### config.mk
export PLATFORM = sky130hd
export DESIGN_NAME = sync_serial_chan
export DESIGN_NICKNAME = d
export VERILOG_FILES = /design/src/rtl/ssc_pkg.sv /design/src/rtl/ssc_clkgen.sv /design/src/rtl/ssc_edge.sv /design/src/rtl/sync_serial_chan.sv
export SDC_FILE = /design/constraint.sdc
export NUM_CORES = 1
export LEC_CHECK = 0
export BUFFER_PORTS_ARGS = -buffer_cell sky130_fd_sc_hd__buf_2
export CAP_MARGIN = 5
export CORE_ASPECT_RATIO = 1.75
export CORE_MARGIN = 2
export CORE_UTILIZATION = 39
export DETAILED_ROUTE_END_ITERATION = 10
export SYNTH_ARGS = -nofsm -noshare
export SYNTH_HDL_FRONTEND = slang
export SYNTH_SLANG_ARGS = --single-unit
### constraint.sdc
create_clock -name clk -period 4.3 [get_ports clk]
set_input_delay 0.86 -clock clk [delete_from_list [all_inputs] [get_ports clk]]
set_output_delay 0.86 -clock clk [all_outputs]
set_load 0.05 [all_outputs]
### src/rtl/ssc_pkg.sv
`timescale 1ns/1ps
package ssc_pkg;
    localparam int REG_W = 8;

    localparam logic [1:0] ADDR_DATA = 2'd0;
    localparam logic [1:0] ADDR_CTRL = 2'd1;
    localparam logic [1:0] ADDR_DIV  = 2'd2;

    typedef enum logic [1:0] {
        ST_IDLE,
        ST_INT_RUN,
        ST_INT_HOLD,
        ST_EXT_RUN
    } ssc_state_e;

    typedef struct packed {
        logic       idle_lvl;
        logic       int_clk;
        logic       msb_first;
        logic       spare4;
        logic       port_en;
        logic       spare2;
        logic [1:0] psel;
    } ssc_ctrl_t;
endpackage

### src/rtl/ssc_clkgen.sv
`timescale 1ns/1ps
module ssc_clkgen #(
    parameter int DIV_W    = 8,
    parameter int PRE_MID  = 8,
    parameter int PRE_SLOW = 32
) (
    input  logic             clk,
    input  logic             rst_n,
    input  logic             run,
    input  logic             clr,
    input  logic [1:0]       psel,
    input  logic [DIV_W-1:0] div,
    output logic             half
);
    localparam int PRE_W = $clog2(PRE_SLOW);

    typedef struct packed {
        logic [PRE_W-1:0] pre;
        logic [DIV_W-1:0] cnt;
    } gen_t;

    gen_t             gen_d, gen_q;
    logic [PRE_W-1:0] pre_lim;
    logic             tick;

    always_comb begin
        unique case (psel)
            2'b00:   pre_lim = '0;
            2'b01:   pre_lim = PRE_W'(PRE_MID - 1);
            default: pre_lim = PRE_W'(PRE_SLOW - 1);
        endcase
        tick  = run && (gen_q.pre == pre_lim);
        half  = tick && (gen_q.cnt == div);
        gen_d = gen_q;
        if (clr || !run) begin
            gen_d = '0;
        end else begin
            gen_d.pre = tick ? '0 : gen_q.pre + 1'b1;
            if (half)
                gen_d.cnt = '0;
            else if (tick)
                gen_d.cnt = gen_q.cnt + 1'b1;
        end
    end

    always_ff @(posedge clk or negedge rst_n) begin
        if (!rst_n)
            gen_q <= '0;
        else
            gen_q <= gen_d;
    end

    // counters rest at zero while the generator is stopped
    a_r4_idle_counters: assert property (@(posedge clk) disable iff (!rst_n)
        !run |=> (gen_q.pre == '0 && gen_q.cnt == '0));
endmodule

### src/rtl/ssc_edge.sv
`timescale 1ns/1ps
module ssc_edge #(
    parameter int STAGES = 2
) (
    input  logic clk,
    input  logic rst_n,
    input  logic pin,
    output logic level,
    output logic rise,
    output logic fall
);
    logic [STAGES:0] sh_d, sh_q;

    always_comb begin
        sh_d  = {sh_q[STAGES-1:0], pin};
        level = sh_q[STAGES-1];
        rise  = sh_q[STAGES-1] & ~sh_q[STAGES];
        fall  = ~sh_q[STAGES-1] & sh_q[STAGES];
    end

    always_ff @(posedge clk or negedge rst_n) begin
        if (!rst_n)
            sh_q <= '0;
        else
            sh_q <= sh_d;
    end
endmodule

### src/rtl/sync_serial_chan.sv
`timescale 1ns/1ps
module sync_serial_chan
    import ssc_pkg::*;
#(
    parameter int XFER_BITS   = 8,
    parameter int DIV_W       = 8,
    parameter int PRE_MID     = 8,
    parameter int PRE_SLOW    = 32,
    parameter int SYNC_STAGES = 2
) (
    input  logic       clk,
    input  logic       rst_n,
    input  logic       wr_en,
    input  logic [1:0] addr,
    input  logic [7:0] wdata,
    output logic [7:0] rdata,
    input  logic       sclk_i,
    output logic       sclk_o,
    output logic       sclk_oe,
    output logic       sout_o,
    output logic       sout_oe,
    input  logic       sin_i,
    output logic       busy,
    output logic       irq
);
    localparam int                CNT_W = $clog2(XFER_BITS + 1);
    localparam logic [CNT_W-1:0] LAST  = CNT_W'(XFER_BITS - 1);
    localparam logic [CNT_W-1:0] FULL  = CNT_W'(XFER_BITS);

    typedef struct packed {
        ssc_state_e       state;
        logic [REG_W-1:0] sr;
        ssc_ctrl_t        ctrl;
        logic [DIV_W-1:0] div;
        logic             sclk;
        logic             sout;
        logic             drv;
        logic             busy;
        logic             irq;
        logic [CNT_W-1:0] rises;
        logic             fall_seen;
    } chan_t;

    chan_t chan_d, chan_q;

    logic data_wr, ctrl_wr, div_wr, start_ok, gen_run, half;
    logic ext_level, ext_rise, ext_fall, out_bit;
    logic [REG_W-1:0] sr_shift;

    assign data_wr  = wr_en && (addr == ADDR_DATA);
    assign ctrl_wr  = wr_en && (addr == ADDR_CTRL);
    assign div_wr   = wr_en && (addr == ADDR_DIV);
    assign start_ok = chan_q.ctrl.port_en && chan_q.ctrl.idle_lvl;
    assign gen_run  = (chan_q.state == ST_INT_RUN) || (chan_q.state == ST_INT_HOLD);

    ssc_clkgen #(
        .DIV_W   (DIV_W),
        .PRE_MID (PRE_MID),
        .PRE_SLOW(PRE_SLOW)
    ) u_clkgen (
        .clk  (clk),
        .rst_n(rst_n),
        .run  (gen_run),
        .clr  (data_wr && start_ok),
        .psel (chan_q.ctrl.psel),
        .div  (chan_q.div),
        .half (half)
    );

    ssc_edge #(
        .STAGES(SYNC_STAGES)
    ) u_edge (
        .clk  (clk),
        .rst_n(rst_n),
        .pin  (sclk_i),
        .level(ext_level),
        .rise (ext_rise),
        .fall (ext_fall)
    );

    always_comb begin
        out_bit  = chan_q.ctrl.msb_first ? chan_q.sr[REG_W-1] : chan_q.sr[0];
        sr_shift = chan_q.ctrl.msb_first ? {chan_q.sr[REG_W-2:0], sin_i}
                                         : {sin_i, chan_q.sr[REG_W-1:1]};
        chan_d = chan_q;

        unique case (chan_q.state)
            ST_INT_RUN: begin
                if (half) begin
                    if (chan_q.sclk) begin
                        chan_d.sclk = 1'b0;
                        chan_d.sout = out_bit;
                        chan_d.drv  = 1'b1;
                    end else begin
                        chan_d.sclk  = 1'b1;
                        chan_d.sr    = sr_shift;
                        chan_d.rises = chan_q.rises + 1'b1;
                        if (chan_q.rises == LAST) begin
                            chan_d.irq   = 1'b1;
                            chan_d.busy  = 1'b0;
                            chan_d.state = ST_INT_HOLD;
                        end
                    end
                end
            end
            ST_INT_HOLD: begin
                if (half) begin
                    chan_d.drv   = 1'b0;
                    chan_d.state = ST_IDLE;
                end
            end
            ST_EXT_RUN: begin
                if (ext_fall) begin
                    chan_d.sout      = out_bit;
                    chan_d.fall_seen = 1'b1;
                end
                if (ext_rise && chan_q.fall_seen) begin
                    chan_d.sr = sr_shift;
                    if (chan_q.rises != FULL)
                        chan_d.rises = chan_q.rises + 1'b1;
                    if (chan_q.rises == LAST) begin
                        chan_d.irq  = 1'b1;
                        chan_d.busy = 1'b0;
                    end
                end
            end
            default: ;
        endcase

        if (ctrl_wr) begin
            chan_d.ctrl = ssc_ctrl_t'(wdata);
            if (!ext_level)
                chan_d.sout = wdata[7];
        end
        if (div_wr)
            chan_d.div = wdata[DIV_W-1:0];
        if (data_wr) begin
            chan_d.sr        = wdata;
            chan_d.irq       = 1'b0;
            chan_d.drv       = 1'b0;
            chan_d.sclk      = 1'b1;
            chan_d.rises     = '0;
            chan_d.fall_seen = 1'b0;
            chan_d.busy      = start_ok;
            if (!start_ok)
                chan_d.state = ST_IDLE;
            else if (chan_q.ctrl.int_clk)
                chan_d.state = ST_INT_RUN;
            else
                chan_d.state = ST_EXT_RUN;
        end
    end

    always_ff @(posedge clk or negedge rst_n) begin
        if (!rst_n) begin
            chan_q      <= '0;
            chan_q.sclk <= 1'b1;
            chan_q.sout <= 1'b1;
        end else begin
            chan_q <= chan_d;
        end
    end

    always_comb begin
        rdata = '0;
        unique case (addr)
            ADDR_DATA: rdata = chan_q.sr;
            ADDR_CTRL: rdata = chan_q.ctrl;
            ADDR_DIV:  rdata[DIV_W-1:0] = chan_q.div;
            default:   rdata = '0;
        endcase
    end

    assign sclk_o  = chan_q.sclk;
    assign sclk_oe = chan_q.ctrl.port_en & chan_q.ctrl.int_clk;
    assign sout_o  = chan_q.sout;
    assign sout_oe = chan_q.ctrl.port_en & (chan_q.ctrl.int_clk ? chan_q.drv : 1'b1);
    assign busy    = chan_q.busy;
    assign irq     = chan_q.irq;

    // completion flag and busy never overlap
    a_r6_busy_irq_excl: assert property (@(posedge clk) disable iff (!rst_n)
        !(chan_q.busy && chan_q.irq));

    // flag rises only together with the last counted bit
    a_r6_irq_on_last: assert property (@(posedge clk) disable iff (!rst_n)
        $rose(chan_q.irq) |-> (chan_q.rises == FULL));

    // the transfer clock moves only on a generator half-period pulse
    a_r4_clk_on_half: assert property (@(posedge clk) disable iff (!rst_n)
        (!half && !data_wr) |=> $stable(chan_q.sclk));

    // the trailing half period ends by releasing SOUT
    a_r7_hold_release: assert property (@(posedge clk) disable iff (!rst_n)
        (chan_q.state == ST_INT_HOLD && half && !data_wr) |=> !chan_q.drv);

    // a control write with the clock input high leaves the SOUT level alone
    a_r12_idle_gate: assert property (@(posedge clk) disable iff (!rst_n)
        (ctrl_wr && ext_level && chan_q.state != ST_INT_RUN) |=> $stable(chan_q.sout));

    // the bit counter never passes the transfer length
    a_r10_count_bound: assert property (@(posedge clk) disable iff (!rst_n)
        chan_q.rises <= FULL);
endmodule

======== Yosys cells after proc, flatten, opt, wreduce, memory -nomap -nowiden ========
Index checks and enable logic that the tools add are counted.
operators by class
  add/sub/neg operators ................... 3
  eq/ne operators ......................... 17
  multiplexer cells ....................... 38
  bitwise gates (word level) .............. 6
  reductions and logical operators ........ 26
operators by type and width
  operator                                              count
  two-way mux 8 bit                                     5
  two-way mux 10 bit                                    3
  one-hot mux 8 bit (3 select lines)                    1
  inequality test 3 bit (second input constant)         6
  one-hot mux 8 bit (2 select lines)                    1
  two-way mux 13 bit                                    1
  two-way mux 2 bit                                     6
  two-way mux 6 bit                                     2
  one-hot mux 6 bit (2 select lines)                    1
  two-way mux 1 bit                                     11
  one-hot mux 5 bit (2 select lines)                    1
  AND reduction 5 bit                                   2
  two-way mux 9 bit                                     1
  nonzero test 3 bit                                    3
  adder 8 x 1 -> 8 bit (second input constant)          1
  equality test 8 bit                                   1
  logical AND 1 bit                                     8
  AND reduction 4 bit                                   2
  nonzero test 2 bit                                    4
  equality test 2 x 1 -> 1 bit (second input constant)  3
  equality test 2 bit (second input constant)           3
  adder 5 x 1 -> 5 bit (second input constant)          1
  equality test 5 bit                                   1
  two-way mux 5 bit                                     1
  other kinds (13)                                      21
word-level totals
  register bits after elaboration ......... 52
  output and inout port bits .............. 14
  word-level logic and storage cells ...... 110

======== Logic depth before layout (Yosys ltp) ========
  depth after elaboration ................. 9
  mapped depth ............................ 9

======== By module ========
From an unflattened synthesis, not the netlist that was laid out.
second synthesis, totals
  cells, all modules ...................... 273
  area, all modules ....................... 2916.5 um^2
modules (own cells, without submodules)
  module            instances  cells each  area each (um^2)  sequential area each (um^2)
  sync_serial_chan  1          184         1995.7            903.4
  ssc_clkgen        1          84          830.8             325.3
  ssc_edge          1          5           90.1              75.1

======== Least setup slack after synthesis ========
No wires, ideal clock.
  path type ............................... input to output
  start ................................... input addr[0]
  end ..................................... output rdata[5]
  data arrival time ....................... 2285 ps
  required time ........................... 3440 ps
  setup slack ............................. 1155 ps
  stages on the path ...................... 3
  path buffers ............................ 1
  cells stage by stage .................... buf_2 -> mux2i_1 -> o21ai_0
on the way
  longest elaborated chain between the ends .. 2
  elaborated cells on any way between the ends .. 4
RTL lines
  element                                      RTL line                 text
  start: declaration                           sync_serial_chan.sv:14   input logic [1:0] addr,
  equality test 2 bit (tied with other cells)  sync_serial_chan.sv:166  unique case (addr)
  one-hot mux 8 bit (3 select lines) *         sync_serial_chan.sv:166
  end: declaration                             sync_serial_chan.sv:16   output logic [7:0] rdata,
Every way passes the cells marked *; elsewhere a longest branch is shown, timed or not.

======== Final worst setup path ========
  start ................................... input addr[1]
  end ..................................... output rdata[4]
The elaborated chain is that of the path after synthesis.

==> results.md <==
Run status:
- The flow ran to the end, and the final reports show no timing, DRC or antenna violations.

Setup path:
- The slowest library cell on the worst path is sky130_fd_sc_hd__nor2b_1.
- The worst reg2reg path endpoint is chan_q[33].
- The critical path class is input pin to primary output.
- The launch instance of the worst register-to-register path is chan_q[34].
- The endpoint type of the worst setup path is a primary output.
- The cell repeated most along the worst path is sky130_fd_sc_hd__buf_2.
- The signal arrival time at the worst endpoint is 2080 ps.
- Walking the worst path, the cells encountered are buf_2 > nor2b_1 > nand2_1 > o21ai_0 > buf_2.
- The worst register-to-register path has a setup slack of 1650 ps.
- The largest single stage delay on the critical path is 530 ps.
- The gate family responsible for the most delay along the worst path is simple AND/OR/NAND/NOR gates.
- The number of cells on the worst reg-to-reg path is 9.
- Along the worst path, the maximum fanout reaches 12.
- The data required time at the worst endpoint is 3440 ps.
- The category of the worst setup path launch point is an input pin.
- The critical path contains buffers and inverters numbering 2 combined.

Cells and area:
- The count of antenna diodes in the layout is 0.
- The synthesis-to-finish area growth is 13.5%.
- The layout has 683 filler cells.
- The number of nets at the end of the flow is 332.
- In the layout the commonest cells are sky130_fd_sc_hd__dfrtp_1 (50), sky130_fd_sc_hd__nand2_1 (31), sky130_fd_sc_hd__buf_2 (28).
- The most common library cell in the layout ignoring fill and taps is sky130_fd_sc_hd__dfrtp_1.
- The share of final-layout standard cells stronger than drive strength 1 is 23.2%.

Synthesis:
- A synthesized cell averages 10.2 sq um.
- Synthesis handed over a netlist of 280 instances.
- The most common flop cell mapped by yosys is sky130_fd_sc_hd__dfrtp_1.
- The number of nets handed over by synthesis was 302.
- Counting flops with a built-in enable in the synthesized netlist gives 0.
- Counting flops with an async set or reset pin after synthesis yields a share of 100%.
- The synthesized netlist contains 48 unique library cells.
- The area of the mapped netlist is 0.00285 sq mm.
- The post-synthesis register bit count is 52.
- For this run, the number of Yosys warnings is 0.
- The sequential element share of the synthesized area is 45.8%.

Worst hold path:
- The depth of the worst hold-timing path is 0.
- In this run the most critical hold path is launched from u_edge.sh_q[0].
- The hold path endpoint is u_edge.sh_q[1].
- The path class of the tightest hold or removal check is register to register.

Detailed routing:
- The number of nets still failing antenna checks after routing is 0.
- In the final routed layout, each cell accounts on average for 17.0 um.
- For this run, design rule violations remaining after detail routing come to 0.
- The routed layout has 2175 vias.
- The detailed router finished its first iteration with 60 violations.
- The mean number of vias per cell is 5.48.
- The routed design has 6750 um of wire.
- The number of detailed-routing iterations run before antenna repair is 4.

Pwr:
- The worst-case IR drop observed on VDD is 0.000328 V.
- The share of power burned in registers is 45.1%.
- The switching power is 0.505 mW.
- The portion of total power attributed to combinational logic is 27.0%.
- For this design the static power due to leakage is 1.43 nW.
- In this run the power density over the cells is 445 mW/mm^2.
- Internal power comes to 0.932 mW.
- The share of total power dissipated in the clock network is 28.0%.
- Net switching is 35.2% of the power.

Timing:
- The count of endpoints failing hold in the final timing report was 0.
- For the final database, setup skew stands at 5.34 ps.
- The number of max-slew violations in the final report is 0.
- The minimum period implied by the final worst setup slack is 2940 ps.
- Timing would allow up to 0.341 GHz.
- Adding up every negative setup slack in the final design gives 0 ps.
- The worst-case hold slack is 356 ps.
- Setup repair after global routing left no endpoint under its margin.
- Headroom to the max-slew limit came out at 54.0%.
- Setup violations remaining at the end of the flow were counted as 0.
- For the pin with the worst max-slew slack, the measured transition is 689 ps.
- The fraction of the cycle the final worst path needs is 68.3%.

Clocking:
- The hold-fix buffer count after cts is 0.
- The maximum buffer depth of the clock tree is 2.
- The number of buffers created by CTS is 5.
- Clock-pin slew was measured on the worst setup and hold paths at 70 ps.
- TritonCTS built the clock tree.
- The H-tree was split into 2 levels.
- The clock reaches the later pin of the worst-skew pair after 290 ps.
- The total of cells resized after clock tree synthesis is 0.
- The number of sinks on the clock net is 52.
- In this run the post-CTS setup repair buffer count came out at 0.
- Clock tree synthesis selected as its root buffer the cell sky130_fd_sc_hd__clkbuf_16.

Place:
- Routability-driven placement finished with a final weighted congestion of 0.769.
- Detailed placement ended at an HPWL of 5000 um.
- The number of buffers inserted by port buffering is 28.

Global routing:
- The global router's overall resource usage is 18.8%.
- For this run the aggregate overflow at the end of global routing stands at 0.
- The initial antenna violation count is 0.
- The met1 layer usage reported by global route is 21.2%.
- Entering global routing, the biggest net connects 53 pins.
- The via count of the first global-routing pass was 2132.
- Global routing consumed, on the met2 layer, 34.4% of the routing resources.
- The first global-routing pass estimated 11000 um of wire.
- After global routing, the most crowded layer is met2.
- Global routing consumed, on the met3 layer, 3.15% of the routing resources.

Floorplan:
- The number of cell rows is 41.
- The width of the die is 68.6 um.
- The floorplan step defined a die boundary enclosing 0.00803 sq mm.
- The core region is 0.00713 sq mm.
- Measured along the y axis, the die boundary spans 117 um.
- The number of top-level pins is 29.
- The initial utilization of the core area, before any placement, comes to 39.9%.

Job:
- Across the run, the number of max-cap violations was 0.
synth_stat cells, types with 2 or more instances:
master                      count  share of area [%]
sky130_fd_sc_hd__dfrtp_1       50                 44
sky130_fd_sc_hd__nand2_1       31                4.1
sky130_fd_sc_hd__mux2_2        24                9.5
sky130_fd_sc_hd__o21ai_0       21                3.7
sky130_fd_sc_hd__mux2i_1       18                6.3
sky130_fd_sc_hd__nor2_1        16                2.1
sky130_fd_sc_hd__inv_1         11                1.4
sky130_fd_sc_hd__xor2_1        11                3.4
sky130_fd_sc_hd__o21ai_1       10                1.8
sky130_fd_sc_hd__a21oi_1        9                1.6
sky130_fd_sc_hd__ha_1           7                3.1
sky130_fd_sc_hd__and3_1         6                1.3
sky130_fd_sc_hd__clkbuf_1       6               0.79
sky130_fd_sc_hd__nand3b_1       6                1.6
sky130_fd_sc_hd__a31oi_1        5                1.1
sky130_fd_sc_hd__nand3_1        5               0.88
sky130_fd_sc_hd__and2_1         3               0.66
sky130_fd_sc_hd__nor4_1         3               0.66
sky130_fd_sc_hd__a22oi_1        2               0.53
sky130_fd_sc_hd__a2bb2oi_1      2               0.62
sky130_fd_sc_hd__dfstp_2        2                1.8
sky130_fd_sc_hd__nand4_1        2               0.44
sky130_fd_sc_hd__nand4b_1       2               0.62
sky130_fd_sc_hd__nor2b_1        2               0.44
sky130_fd_sc_hd__nor3_1         2               0.35
sky130_fd_sc_hd__or3_1          2               0.44
power groups by stage:
stage          Clock [mW]  Sequential, mW  Combinational, mW
2_1_floorplan           0           0.646              0.283
3_3_place_gp            0           0.655              0.388
3_5_place_dp            0           0.657              0.391
4_1_cts             0.411           0.649              0.393
5_1_grt             0.430           0.659              0.425
6_report            0.402           0.648              0.388
final cells by class:
| type | count | area, sq um | share of cell area (%) |
|---|---|---|---|
| multi-input combinational | 209 | 1470 | 45.5 |
| sequential | 52 | 1300 | 40.3 |
| timing repair buffer | 31 | 163 | 5.03 |
| clock buffer | 6 | 129 | 3.99 |
| tap | 86 | 108 | 3.33 |
| inverter | 11 | 41.3 | 1.28 |
| clock inverter | 2 | 16.3 | 0.503 |
layer usage:
layer	vias to the layer above	wire (um)	share of wire (%)
li1	1068	-	-
met1	1072	2670	40
met2	24	3830	57
met3	11	122	1.8
met4	0	133	2.0
met5	-	0	0
logic make-up (layout without fill, tap and decap cells):
family / count (synthesis) / count (layout) / synth area share (%)
adders and majority gates: 7 / 7 / 3.08
DFF: 52 / 52 / 45.8
muxes: 42 / 42 / 15.8
xor gates and xnor gates: 12 / 12 / 3.69
buffers and inverters: 19 / 50 / 2.68
AOI/OAI and AO/OA: 60 / 60 / 13.0
and+or+nand+nor: 88 / 88 / 15.9
flip-flops by register name (all words and copies together) (netlist names):
name,count
chan_q,32
sout_o,1
sclk_o,1
busy,1
u_clkgen.gen_q,13
u_edge.sh_q,3
irq,1
worst max path at each step:
stage | from | end | slack [ps] | cells after the start
2_1_floorplan | addr[0] | rdata[5] | 1160 | 3
3_3_place_gp | addr[1] | rdata[3] | 1440 | 5
3_5_place_dp | addr[1] | rdata[4] | 1410 | 5
4_1_cts | addr[1] | rdata[4] | 1380 | 5
5_1_grt | addr[1] | rdata[4] | 1160 | 5
6_report | addr[1] | rdata[4] | 1360 | 5
stage by stage:
step	power (mW)	std cells	cell area, sq um	setup slack, ps	utilization (%)
6_report	1.44	397	3230	1360	45.3
5_1_grt	1.51	397	3230	1160	45.3
4_1_cts	1.45	397	3230	1380	45.3
3_5_place_dp	1.05	389	3090	1410	43.3
3_3_place_gp	1.04	389	3090	1440	43.3
2_1_floorplan	0.929	280	2850	1160	-
No activity file was read; power rests on OpenSTA's default activity.
